$ cat src/rtl/addr_seq_pkg.sv
package addr_seq_pkg;

  typedef enum logic [1:0] {
    SQ_IDLE   = 2'd0,
    SQ_SEND   = 2'd1,
    SQ_FINISH = 2'd2
  } seqState_t;

  // Strobes from control to datapath
  typedef struct packed {
    logic load;     // capture request and clear slot index
    logic advance;  // current byte consumed
  } seqStrobe_t;

  // Number of row bytes for a given geometry
  function automatic logic [1:0] rowByteCount(input logic rowReq, input logic threeRow);
    if (!rowReq)       return 2'd0;
    else if (threeRow) return 2'd3;
    else               return 2'd2;
  endfunction

  // Number of column bytes for a given geometry
  function automatic logic [1:0] colByteCount(input logic colReq, input logic bigPage);
    if (!colReq)      return 2'd0;
    else if (bigPage) return 2'd2;
    else              return 2'd1;
  endfunction

endpackage

$ cat src/rtl/addr_seq_dp.sv
module addr_seq_dp
  import addr_seq_pkg::*;
#(
  parameter int PGSZ_W        = 16,
  parameter int CAP_W         = 16,
  parameter int ROW_W         = 24,
  parameter int SMALL_PAGE    = 512,
  parameter int BIG_CAP_MIB   = 256,
  parameter int SMALL_CAP_MIB = 64,
  parameter int IDX_W         = 3
) (
  input  logic              clk,
  input  logic              rst_n,
  input  seqStrobe_t        strobe,
  input  logic              colPresent,
  input  logic              rowPresent,
  input  logic [PGSZ_W-1:0] pageBytes,
  input  logic [CAP_W-1:0]  capMiB,
  input  logic [ROW_W-1:0]  rowAddr,
  output logic              reqEmpty,
  output logic              atFinal,
  output logic [7:0]        byteOut,
  output logic              lastOut
);

  localparam int LANES   = (ROW_W + 7) / 8;
  localparam int PADDED  = LANES * 8;

  // Geometry decode from the live request pins
  logic liveBig, liveThree;
  logic [1:0] liveCol, liveRow;
  always_comb begin
    liveBig   = (pageBytes > PGSZ_W'(SMALL_PAGE));
    liveThree = liveBig ? (capMiB >= CAP_W'(BIG_CAP_MIB))
                        : (capMiB >= CAP_W'(SMALL_CAP_MIB));
    liveCol   = colByteCount(colPresent, liveBig);
    liveRow   = rowByteCount(rowPresent, liveThree);
    reqEmpty  = (liveCol == 2'd0) && (liveRow == 2'd0);
  end

  // Latched request
  logic [1:0]        colCnt, rowCnt;
  logic              rowReq;
  logic [PADDED-1:0] rowReg;
  logic [IDX_W-1:0]  slotIdx;
  logic [IDX_W-1:0]  slotTotal;

  always_ff @(posedge clk or negedge rst_n) begin
    if (!rst_n) begin
      colCnt    <= '0;
      rowCnt    <= '0;
      rowReq    <= 1'b0;
      rowReg    <= '0;
      slotIdx   <= '0;
      slotTotal <= '0;
    end else if (strobe.load) begin
      colCnt    <= liveCol;
      rowCnt    <= liveRow;
      rowReq    <= rowPresent;
      rowReg    <= PADDED'(rowAddr);
      slotIdx   <= '0;
      slotTotal <= IDX_W'(liveCol) + IDX_W'(liveRow);
    end else if (strobe.advance) begin
      slotIdx   <= slotIdx + 1'b1;
    end
  end

  // Row byte lanes
  logic [7:0] rowLane [LANES];
  for (genvar g = 0; g < LANES; g++) begin : g_lane
    assign rowLane[g] = rowReg[g*8 +: 8];
  end

  logic             inCol;
  logic [IDX_W-1:0] rowSlot;
  always_comb begin
    inCol   = (slotIdx < IDX_W'(colCnt));
    rowSlot = slotIdx - IDX_W'(colCnt);
    atFinal = (slotIdx + 1'b1 == slotTotal);
    byteOut = 8'h00;
    lastOut = 1'b0;
    if (inCol) begin
      byteOut = 8'h00;
      lastOut = (slotIdx == '0) && !rowReq;
    end else begin
      for (int k = 0; k < LANES; k++) begin
        if (rowSlot == IDX_W'(k)) byteOut = rowLane[k];
      end
      lastOut = (rowSlot + 1'b1 == IDX_W'(rowCnt));
    end
  end

  // Column slots never carry a non-zero byte
  p_col_zero_r2: assert property (@(posedge clk) disable iff (!rst_n)
    (slotIdx < IDX_W'(colCnt)) |-> (byteOut == 8'h00));

  // A second column byte never carries the last flag
  p_second_col_r3: assert property (@(posedge clk) disable iff (!rst_n)
    (slotIdx == IDX_W'(1) && colCnt == 2'd2) |-> !lastOut);

endmodule

$ cat src/rtl/addr_seq_ctrl.sv
module addr_seq_ctrl
  import addr_seq_pkg::*;
(
  input  logic       clk,
  input  logic       rst_n,
  input  logic       seqStart,
  input  logic       reqEmpty,
  input  logic       atFinal,
  input  logic       addrReady,
  output seqStrobe_t strobe,
  output logic       addrValid,
  output logic       seqBusy,
  output logic       seqDone
);

  seqState_t state, stateNext;
  logic fire;

  always_comb begin
    addrValid      = (state == SQ_SEND);
    fire           = addrValid && addrReady;
    strobe.load    = (state == SQ_IDLE) && seqStart;
    strobe.advance = fire;
    stateNext      = state;
    case (state)
      SQ_IDLE:   if (seqStart) stateNext = reqEmpty ? SQ_FINISH : SQ_SEND;
      SQ_SEND:   if (fire && atFinal) stateNext = SQ_FINISH;
      SQ_FINISH: stateNext = SQ_IDLE;
      default:   stateNext = SQ_IDLE;
    endcase
  end

  always_ff @(posedge clk or negedge rst_n) begin
    if (!rst_n) state <= SQ_IDLE;
    else        state <= stateNext;
  end

  assign seqBusy = (state != SQ_IDLE);
  assign seqDone = (state == SQ_FINISH);

  // Done follows acceptance of the final byte
  p_done_after_final_r10: assert property (@(posedge clk) disable iff (!rst_n)
    (addrValid && addrReady && atFinal) |=> seqDone);

  // Done is a single-cycle pulse
  p_done_pulse_r10: assert property (@(posedge clk) disable iff (!rst_n)
    seqDone |=> !seqDone);

  // Valid is held under backpressure
  p_valid_hold_r9: assert property (@(posedge clk) disable iff (!rst_n)
    (addrValid && !addrReady) |=> addrValid);

endmodule

$ cat src/rtl/nand_addr_seq.sv
module nand_addr_seq
  import addr_seq_pkg::*;
#(
  parameter int PGSZ_W        = 16,
  parameter int CAP_W         = 16,
  parameter int ROW_W         = 24,
  parameter int SMALL_PAGE    = 512,
  parameter int BIG_CAP_MIB   = 256,
  parameter int SMALL_CAP_MIB = 64
) (
  input  logic              clk,
  input  logic              rst_n,
  input  logic              seqStart,
  input  logic              colPresent,
  input  logic              rowPresent,
  input  logic [PGSZ_W-1:0] pageBytes,
  input  logic [CAP_W-1:0]  capMiB,
  input  logic [ROW_W-1:0]  rowAddr,
  output logic              addrValid,
  input  logic              addrReady,
  output logic [7:0]        addrByte,
  output logic              addrLast,
  output logic              seqBusy,
  output logic              seqDone
);

  localparam int MAX_SLOTS = 2 + 3;
  localparam int IDX_W     = $clog2(MAX_SLOTS + 1);

  seqStrobe_t strobe;
  logic reqEmpty, atFinal;
  logic [7:0] dpByte;
  logic dpLast;

  addr_seq_ctrl u_ctrl (
    .clk       (clk),
    .rst_n     (rst_n),
    .seqStart  (seqStart),
    .reqEmpty  (reqEmpty),
    .atFinal   (atFinal),
    .addrReady (addrReady),
    .strobe    (strobe),
    .addrValid (addrValid),
    .seqBusy   (seqBusy),
    .seqDone   (seqDone)
  );

  addr_seq_dp #(
    .PGSZ_W        (PGSZ_W),
    .CAP_W         (CAP_W),
    .ROW_W         (ROW_W),
    .SMALL_PAGE    (SMALL_PAGE),
    .BIG_CAP_MIB   (BIG_CAP_MIB),
    .SMALL_CAP_MIB (SMALL_CAP_MIB),
    .IDX_W         (IDX_W)
  ) u_dp (
    .clk        (clk),
    .rst_n      (rst_n),
    .strobe     (strobe),
    .colPresent (colPresent),
    .rowPresent (rowPresent),
    .pageBytes  (pageBytes),
    .capMiB     (capMiB),
    .rowAddr    (rowAddr),
    .reqEmpty   (reqEmpty),
    .atFinal    (atFinal),
    .byteOut    (dpByte),
    .lastOut    (dpLast)
  );

  assign addrByte = addrValid ? dpByte : 8'h00;
  assign addrLast = addrValid & dpLast;

  // Byte and flag stable while stalled
  p_byte_hold_r9: assert property (@(posedge clk) disable iff (!rst_n)
    (addrValid && !addrReady) |=> ($stable(addrByte) && $stable(addrLast)));

  // Nothing offered while idle
  p_idle_quiet_r1: assert property (@(posedge clk) disable iff (!rst_n)
    !seqBusy |-> (!addrValid && !seqDone));

endmodule

$ cat config.mk
export PLATFORM = sky130hd
export DESIGN_NAME = nand_addr_seq
export DESIGN_NICKNAME = d
export VERILOG_FILES = /design/src/rtl/addr_seq_pkg.sv /design/src/rtl/addr_seq_dp.sv /design/src/rtl/addr_seq_ctrl.sv /design/src/rtl/nand_addr_seq.sv
export SDC_FILE = /design/constraint.sdc
export NUM_CORES = 1
export LEC_CHECK = 0
export ABC_AREA = 1
export BUFFER_PORTS_ARGS = -buffer_cell sky130_fd_sc_hd__buf_2
export CAP_MARGIN = 40
export CORE_MARGIN = 2
export CORE_UTILIZATION = 45
export CTS_CLUSTER_SIZE = 25
export DETAILED_ROUTE_END_ITERATION = 6
export HOLD_SLACK_MARGIN = 0.1
export PLACE_DENSITY = 0.78
export SYNTH_ARGS = -nofsm -noshare
export SYNTH_HDL_FRONTEND = slang
export SYNTH_HIERARCHICAL = 1
export SYNTH_SLANG_ARGS = --single-unit
export TNS_END_PERCENT = 10
$ cat constraint.sdc
create_clock -name clk -period 2.8 [get_ports clk]
set_input_delay 0.7 -clock clk [delete_from_list [all_inputs] [get_ports clk]]
set_output_delay 0.7 -clock clk [all_outputs]
set_load 0.1 [all_outputs]
==> metrics.cfg <==
[global_route]
grt-ovfl-total = 0
grt_pass1_vias = 2137
grt_use_total_pct = 23.12
antenna_found_initial = 0
grt_max_degree = 41
grt_pass1_wl_um = 9535

[detailed_routing]
drcViolationCount = 0
vias = 2217
post_drt_via_cell_ratio = 4.949
firstDrtPassIters = 4
wirelength_um = 5842
drt_iter0_drc = 139
detail-route-antenna-nets = 0
wire_per_inst_um = 13.04

[clock_network]
cts_buffer_depth = 2
cts-root-buf = clkbuf_8
cts_hold_buf = 0
cts_sinks = 36
cts_tree = done
clk_latency_ns = 0.28
cts_buffers = 5
cts_max_level = 2
clk_pin_slew_ns = 0.07

[synthesis]
syn_area_um2 = 2193
synth_seq_area_share_pct = 41.07
synth_nets = 377
synth_area_per_cell_um2 = 7.215
synth-seq-cells = 36
synthCells = 304
ys_types = 26
synth_warnings = 6

[sta]
rsz0062_at_grt = yes
min_period_ns = 3.296
worst_pin_slew_ns = 0.7775
finalClockSkew_ns = 0.003213
max_slew_margin_pct = 48.16
setup_tns_ns = -4.093
fin_crit_sh_pct = 117.7
hold_viol = 0
worst_slack_ns = -0.4957
setup_viol = 9
max_freq_mhz = 303.4
final_max_slew_viol_count = 0

[floorplanning]
die_height_um = 73.82
num_rows = 25
core-area_um2 = 4723
start_util_pct = 46.44
dieArea_um2 = 5449
ios = 74
die_x_um = 73.82

[cells_and_area]
nets = 454
stdcell_count = 448
drive_gt1_share_pct = 36.22
fillCellCount = 376
n_antenna_cell = 0
seq_area_um2 = 900.9
area_growth_pct = 40.96
multiInputGateArea_um2 = 1202

[outcome]
violations = negative setup slack
status = finished, violations left

[critical_path]
criticalPathCategory = register to output pin
slowest_delay_ns = 0.55
crit_chain = ha_4 -> fa_1 -> ha_2 -> inv_4 -> nor2_4 -> buf_12 -> nand2_2 -> nand3_2 -> nand3_1 -> inv_1 -> nand2_2 -> clkinvlp_4 -> buf_12
cp_max_fo = 8
crit_family = adder cells
critPathBufInv = 5
slowest_stage = fa_1
crit_required_ns = 2.10
critPathLaunchType = register
critPathCaptureType = output pin
crit_arrival_ns = 2.60

[placed_design]
hpwl_um = 3870
port_buffers = 67
routabilityCongestion = 0.7891
dpl_worst_slack_ns = -0.1646
dp_cells = 436

[run]
drv_cap = 0

[min_path]
hold_path.class = register to register

-- per-stage QoR --
step | cell area [µm²] | hold slack (ns) | util [%]
after global routing | 3092 | 0.4929 | 65.46
after global placement | 2893 | 0.4563 | 61.25
after floorplan | 2326 | 0.4044 | -
after detailed placement | 2893 | 0.4620 | 61.25
after CTS | 3054 | 0.4785 | 64.66
final | 3092 | 0.4806 | 65.46
-- cell type report --
class                      count  share of cell area [%]
timing repair buffer          79                   18.94
multi-input combinational    210                   38.89
inverter                      49                   7.204
tap                           67                   2.711
sequential                    36                   29.14
clock buffer                   7                   3.116
-- worst register-to-register path, cell delays in order (launching register included) --
cell and delay, ns:
dfrtp_1 0.36, inv_2 0.06, buf_4 0.14, ha_1 0.32
xor2_1 0.16, nor3_1 0.36, nand2_1 0.10, nand2_1 0.07
nand2_1 0.05
-- metal layers --
layer | wire, µm | track usage, % | vias to the layer above | share of wire (%)
met2 | 2958 | 38.89 | 91 | 51
li1 | - | - | 1080 | -
met3 | 292 | 4.938 | 22 | 5.0
met4 | 234 | 9.495 | 0 | 4.0
met5 | 0 | 0 | - | 0
met1 | 2357 | 28.71 | 1024 | 40
-- state kept, by name (all words and copies together), names as in the netlist --
register	flops
u_dp/slotTotal	3
u_dp/colCnt	2
u_ctrl/state	2
u_dp/slotIdx	3
u_dp/rowCnt	2
u_dp/rowReg	24
-- cell families (layout without fill, tap and decap cells) --
| kind of cell | after synthesis | in the layout | share of synthesized area [%] |
|---|---|---|---|
| AO/OA/AOI/OAI | 17 | 17 | 4.164 |
| XOR/XNOR | 9 | 9 | 3.936 |
| adder cells (fa/ha/maj) | 11 | 11 | 6.960 |
| buffers and inverters | 58 | 135 | 10.72 |
| flip-flops | 36 | 36 | 41.07 |
| AND/OR/NAND/NOR | 173 | 173 | 33.14 |
-- path summary, 6_finish.rpt --
kind	startpoint	end	cells past startpoint	slack [ns]
setup / recovery	u_dp/colCnt[0]	addrByte[6]	13	-0.50
max in group asynchronous	rst_n	u_dp/rowReg[21]	1	1.81
hold / removal	u_dp/rowReg[0]	u_dp/rowReg[0]	2	0.48
min in group asynchronous	rst_n	u_dp/rowReg[11]	1	0.49
setup reg to reg	u_dp/slotIdx[0]	u_ctrl/state[0]	8	1.07
hold reg to reg	u_dp/rowReg[0]	u_dp/rowReg[0]	2	0.48
-- synthesized netlist by cell type, drive strengths merged --
cell type | number | area, µm²
ha | 9 | 112.6
o21ai | 15 | 78.82
dfrtp | 36 | 900.9
fa | 2 | 40.04
nor3 | 2 | 10.01
xnor2 | 6 | 52.55
and3 | 1 | 6.260
o211ai | 1 | 7.510
clkbuf | 6 | 22.52
nand3 | 34 | 170.2
a21oi | 1 | 5.000
nor2 | 28 | 115.1
nand4 | 4 | 25.02
xor2 | 3 | 33.79
or2 | 1 | 6.260
nand2 | 103 | 394.1
buf | 3 | 26.27
inv | 49 | 186.4
-- repair_timing --
item                                    in CTS  in global routing
hold endpoints to repair                     0                  0
pin swaps                                   16                  5
endpoints found under the setup margin       9                  9
resized for setup                           10                  6
buffers inserted                             4                  1
-- cell usage in the layout (no fill, tap or decap), types with 2 or more instances in the layout --
master      netlist  final
dfrtp_1          36     36
nand2_2           0     16
nand3_1          34     24
fa_1              2      2
inv_1            46     35
o21ai_0          13     13
inv_4             1      2
ha_1              9      6
clkbuf_8          0      7
ha_2              0      2
nor2_1           24     24
xnor2_1           6      5
nor3_1            2      2
nand2_1         102     86
nor2_2            4      2
buf_12            0     11
nor2_4            0      2
inv_2             2      3
xor2_1            2      2
nand4_1           4      4
buf_4             2     10
nand3_2           0     10
buf_2             0     58
clkinvlp_4        0      9
Power is left out: the tool's default activity adds up to more than one toggle a clock period on the data nets, which glitch-free logic cannot reach.
